<file path="src/rtl/elig_pkg.sv">
package elig_pkg;

    // Action applied to the trace register in a cycle
    typedef enum logic [1:0] {
        ACT_HOLD = 2'd0,
        ACT_INC  = 2'd1,
        ACT_DEC  = 2'd2,
        ACT_CLR  = 2'd3
    } trace_act_e;

    // Control inputs seen by the arbiter
    typedef struct packed {
        logic clear;
        logic enable;
        logic pair;
        logic decay_due;
        logic at_zero;
    } arb_in_t;

    function automatic trace_act_e pick_action(input arb_in_t a);
        if (a.clear || !a.enable)
            return ACT_CLR;
        else if (a.pair)
            return ACT_INC;
        else if (a.decay_due && !a.at_zero)
            return ACT_DEC;
        else
            return ACT_HOLD;
    endfunction

endpackage

</file>
<file path="src/rtl/elig_decay_prescaler.sv">
module elig_decay_prescaler #(
    parameter int RATE_W = 4
) (
    input  logic              clk,
    input  logic              rst,
    input  logic              flush,
    input  logic              tick,
    input  logic [RATE_W-1:0] rate,
    output logic              due,
    output logic [RATE_W-1:0] count
);
    logic [RATE_W:0] count_nxt;
    logic            rate_zero;

    assign rate_zero = (rate == '0);
    assign count_nxt = {1'b0, count} + {{RATE_W{1'b0}}, 1'b1};
    assign due       = tick && !flush && !rate_zero && (count_nxt >= {1'b0, rate});

    always_ff @(posedge clk) begin
        if (rst || flush || rate_zero) begin
            count <= '0;
        end else if (tick) begin
            if (due)
                count <= '0;
            else
                count <= count_nxt[RATE_W-1:0];
        end
    end
endmodule

</file>
<file path="src/rtl/elig_trace_reg.sv">
module elig_trace_reg
    import elig_pkg::*;
#(
    parameter int TRACE_W = 8
) (
    input  logic               clk,
    input  logic               rst,
    input  trace_act_e         act,
    output logic [TRACE_W-1:0] value,
    output logic               at_zero
);
    localparam logic [TRACE_W-1:0] TMAX = '1;

    assign at_zero = (value == '0);

    always_ff @(posedge clk) begin
        if (rst) begin
            value <= '0;
        end else begin
            unique case (act)
                ACT_CLR:  value <= '0;
                ACT_INC:  if (value != TMAX) value <= value + 1'b1;
                ACT_DEC:  if (value != '0)   value <= value - 1'b1;
                default:  value <= value;
            endcase
        end
    end
endmodule

</file>
<file path="src/rtl/elig_trace_unit.sv">
module elig_trace_unit
    import elig_pkg::*;
#(
    parameter int TRACE_W = 8,
    parameter int RATE_W  = 4
) (
    input  logic               clk,
    input  logic               rst,
    input  logic               soft_clr,
    input  logic               trace_en,
    input  logic               pair_strobe,
    input  logic               decay_tick,
    input  logic [RATE_W-1:0]  decay_rate,
    output logic [TRACE_W-1:0] trace_val
);
    logic              flush;
    logic              decay_due;
    logic              at_zero;
    logic [RATE_W-1:0] presc_cnt;
    arb_in_t           arb_in;
    trace_act_e        act;

    assign flush = soft_clr || !trace_en;

    elig_decay_prescaler #(.RATE_W(RATE_W)) u_presc (
        .clk   (clk),
        .rst   (rst),
        .flush (flush),
        .tick  (decay_tick),
        .rate  (decay_rate),
        .due   (decay_due),
        .count (presc_cnt)
    );

    always_comb begin
        arb_in.clear     = soft_clr;
        arb_in.enable    = trace_en;
        arb_in.pair      = pair_strobe;
        arb_in.decay_due = decay_due;
        arb_in.at_zero   = at_zero;
        act              = pick_action(arb_in);
    end

    elig_trace_reg #(.TRACE_W(TRACE_W)) u_trace (
        .clk     (clk),
        .rst     (rst),
        .act     (act),
        .value   (trace_val),
        .at_zero (at_zero)
    );
endmodule

</file>
<file path="config.mk">
export PLATFORM = sky130hd
export DESIGN_NAME = elig_trace_unit
export DESIGN_NICKNAME = d
export VERILOG_FILES = /design/src/rtl/elig_pkg.sv /design/src/rtl/elig_decay_prescaler.sv /design/src/rtl/elig_trace_reg.sv /design/src/rtl/elig_trace_unit.sv
export SDC_FILE = /design/constraint.sdc
export NUM_CORES = 1
export LEC_CHECK = 0
export BUFFER_PORTS_ARGS = -buffer_cell sky130_fd_sc_hd__buf_2
export CORE_MARGIN = 3
export CORE_UTILIZATION = 40
export DETAILED_ROUTE_END_ITERATION = 12
export PLACE_DENSITY = 0.7
export SLEW_MARGIN = 20
export SYNTH_ARGS = -nofsm -noshare
export SYNTH_HDL_FRONTEND = slang
export SYNTH_SLANG_ARGS = --single-unit
</file>
<file path="constraint.sdc">
create_clock -name clk -period 4.25 [get_ports clk]
set_clock_uncertainty 0.1 [all_clocks]
set_input_delay 0.6375 -clock clk [delete_from_list [all_inputs] [get_ports clk]]
set_output_delay 0.6375 -clock clk [all_outputs]
set_load 0.1 [all_outputs]
</file>
==> flow_summary.ini <==
[pwr]
ir_worst_vdd_v = 0.000147
seqPwrFrac = 0.488
finalPower_mw = 0.236
sw_frac_of_total = 0.257
combinationalPowerShare = 0.127
total_leakage_power_nw = 0.484
p_int_mw = 0.175
power.density_nw_per_um2 = 203
pwr-share-clk = 0.385
p_switching_mw = 0.0607

[cts]
h-tree-depth = 1
cts_resized = 0
clk_path_buf_depth = 2
clk_latency_ns = 0.28
cts_setup_buffers = 0
cts.sinks = 12
postCtsHoldBufs = 0
cts_made_buffers = 3
root_buffer = clkbuf_4
path_clk_slew_ns = 0.08
cts_tree = done

[hold_path]
hold_class = flip-flop to flip-flop
min_path_cells = 2
min_from = u_presc.count[1]
worst_hold_path.endpoint = u_presc.count[1]

[sta]
tightestPinTransition_ns = 0.530
setup_violations = 0
fin_hold_ws_ns = 0.389
finalHoldViolations = 0
drv_slew = 0
rsz0062_at_grt = no
setup-tns-final_ns = 0
finalCritPeriodShare = 0.819
postLayoutSetupSlackWorst_ns = 0.768
max_freq_mhz = 287
slew_headroom = 0.645
min_period_ns = 3.48

[run]
maxCapViolations = 0

[detailed_routing]
vias_per_cell = 5.64
postRouteWirelength_um = 2290
num_vias = 948
wl_per_cell_um = 13.6
dr.pass1.iters = 4
first_iter_violations = 11
drc = 0
antenna_left = 0

[synthesis]
synth_edf_count = 0
ys_async_sr_fraction = 0
synth_ff_type = dfxtp_1
yosysWarnings = 0
netlist_area_um2 = 1010
syn_area_per_cell_um2 = 8.41
synthCells = 120
synth_cell_types = 35
syn-num-nets = 142
ys_seq_area_frac = 0.238
ys_seq_elements = 12

[setup_path]
worstSetupEndpointType = flip-flop
reg2reg_from = u_presc.count[0]
cp_slowest_cell = or4b_1
critPathKind = flip-flop to flip-flop
r2r_slack_ns = 0.77
worstPathCellList = ha_1 > xor2_1 > ha_1 > a21oi_1 > o21ai_2 > a21oi_4 > nor2_1 > ha_1 > a21o_1 > a21oi_1 > o21bai_1 > a21oi_1 > or4b_1 > o311ai_1
required_ns = 4.34
start_kind = flip-flop
path_max_fanout = 10
crit_path_start = u_presc.count[0]
cpPeakStageDelay_ns = 0.46
worstReg2RegEnd = u_trace.value[6]
reg2reg_depth = 14
cp.arrival_ns = 3.57

[placement]
dp_hpwl_um = 1820
pre_cts_ws_ns = 0.746
port_buffers = 17
routabilityCongestion = 0.829

[cells_and_area]
final_util = 0.506
diodes = 0
drive_gt1_frac = 0.207
synthToLayoutAreaGrowth_pct = 15.1
n_fill_cell = 226
nNetsFinal = 163

[floorplan]
die-area_um2 = 3160
io-pin-count = 18
start_util = 0.440
die_w_um = 56.2
die_height_um = 56.2
num_rows = 17
fp.coreArea_um2 = 2300

[global_route]
grt_pass1_wl_um = 4050
grt-ovfl-total = 0
grt_max_degree = 14
groute.usage.overall = 0.160
grt_pass1_vias = 931
antenna_found_initial = 0

[run_status]
status = finished, final reports clean
-- power groups by stage --
stage / registers (mW) / clock network (mW) / logic [mW]
6_report: 0.115 / 0.0909 / 0.0301
5_1_grt: 0.116 / 0.100 / 0.0328
4_1_cts: 0.115 / 0.0940 / 0.0302
3_5_place_dp: 0.118 / 0 / 0.0299
3_3_place_gp: 0.118 / 0 / 0.0294
2_1_floorplan: 0.121 / 0 / 0.0152
-- synthesized netlist by cell type, types with 3 or more instances --
cell / count / area share
dfxtp_1: 12 / 0.24
nor2_1: 6 / 0.022
nand4_1: 3 / 0.019
xnor2_1: 4 / 0.035
a21oi_1: 15 / 0.074
nand2_1: 10 / 0.037
ha_1: 11 / 0.14
o21ai_0: 10 / 0.050
nor3_1: 4 / 0.020
nand3b_1: 3 / 0.022
nand3_1: 3 / 0.015
a21o_1: 3 / 0.022
inv_1: 5 / 0.019
-- metrics by stage --
stage / cell area [um^2] / instances
2_1_floorplan: 1010 / 120
3_3_place_gp: 1130 / 164
3_5_place_dp: 1130 / 164
4_1_cts: 1160 / 168
5_1_grt: 1160 / 168
6_report: 1160 / 168
-- critical path: cells and delay by family (launching register included) --
family          cells  cell delay [ns]
compound gates      8             1.11
flops               1             0.39
simple gates        2             0.67
fa+ha+maj           3             0.93
xor+xnor            1             0.20
-- logic make-up (layout without fill, tap and decap cells) --
family | count (synthesis) | after routing | share of synthesized area
AOI/OAI and AO/OA | 39 | 39 | 0.258
and+or+nand+nor | 44 | 44 | 0.270
DFF | 12 | 12 | 0.238
adders and majority gates | 12 | 12 | 0.156
buffers and inverters | 7 | 27 | 0.0260
xor gates and xnor gates | 6 | 6 | 0.0520
-- worst max path at each step --
stage / endpoint / depth (start not counted)
6_report: u_trace.value[6] / 14
5_1_grt: u_trace.value[7] / 14
3_5_place_dp: u_trace.value[6] / 14
2_1_floorplan: u_trace.value[6] / 10
4_1_cts: u_trace.value[6] / 14
3_3_place_gp: u_trace.value[6] / 14
-- layout by cell type, fill, tap and decap left out, types with 3 or more instances in the layout --
cell       n
xnor2_1    4
nand2_1   10
clkbuf_4   3
inv_1      5
o21ai_0   10
a21o_1     3
nor3_1     4
nor2_1     6
nand3b_1   3
a21oi_1   15
ha_1      11
nand4_1    3
buf_2     17
nand3_1    3
dfxtp_1   12
-- registers in the layout (all words and copies together), names as in the netlist --
signal,cells
u_trace.value,8
u_presc.count,4
-- final cells by class --
| cell class | instances | area (um^2) | share of cell area |
|---|---|---|---|
| multi-input combinational | 101 | 743 | 0.639 |
| clock buffer | 4 | 36.3 | 0.0312 |
| sequential | 12 | 240 | 0.207 |
| tap | 28 | 35.0 | 0.0301 |
| timing repair buffer | 17 | 85.1 | 0.0732 |
| inverter | 6 | 22.5 | 0.0194 |
-- layer usage --
metal	GRT usage	vias up	part of all wire	wire length (um)
met5	0	-	0	0
met4	0.0441	0	0.0070	16
li1	-	490	-	-
met3	0.0534	2	0.048	110
met1	0.204	435	0.49	1130
met2	0.255	21	0.45	1030
(Power assumes the default switching activity.)
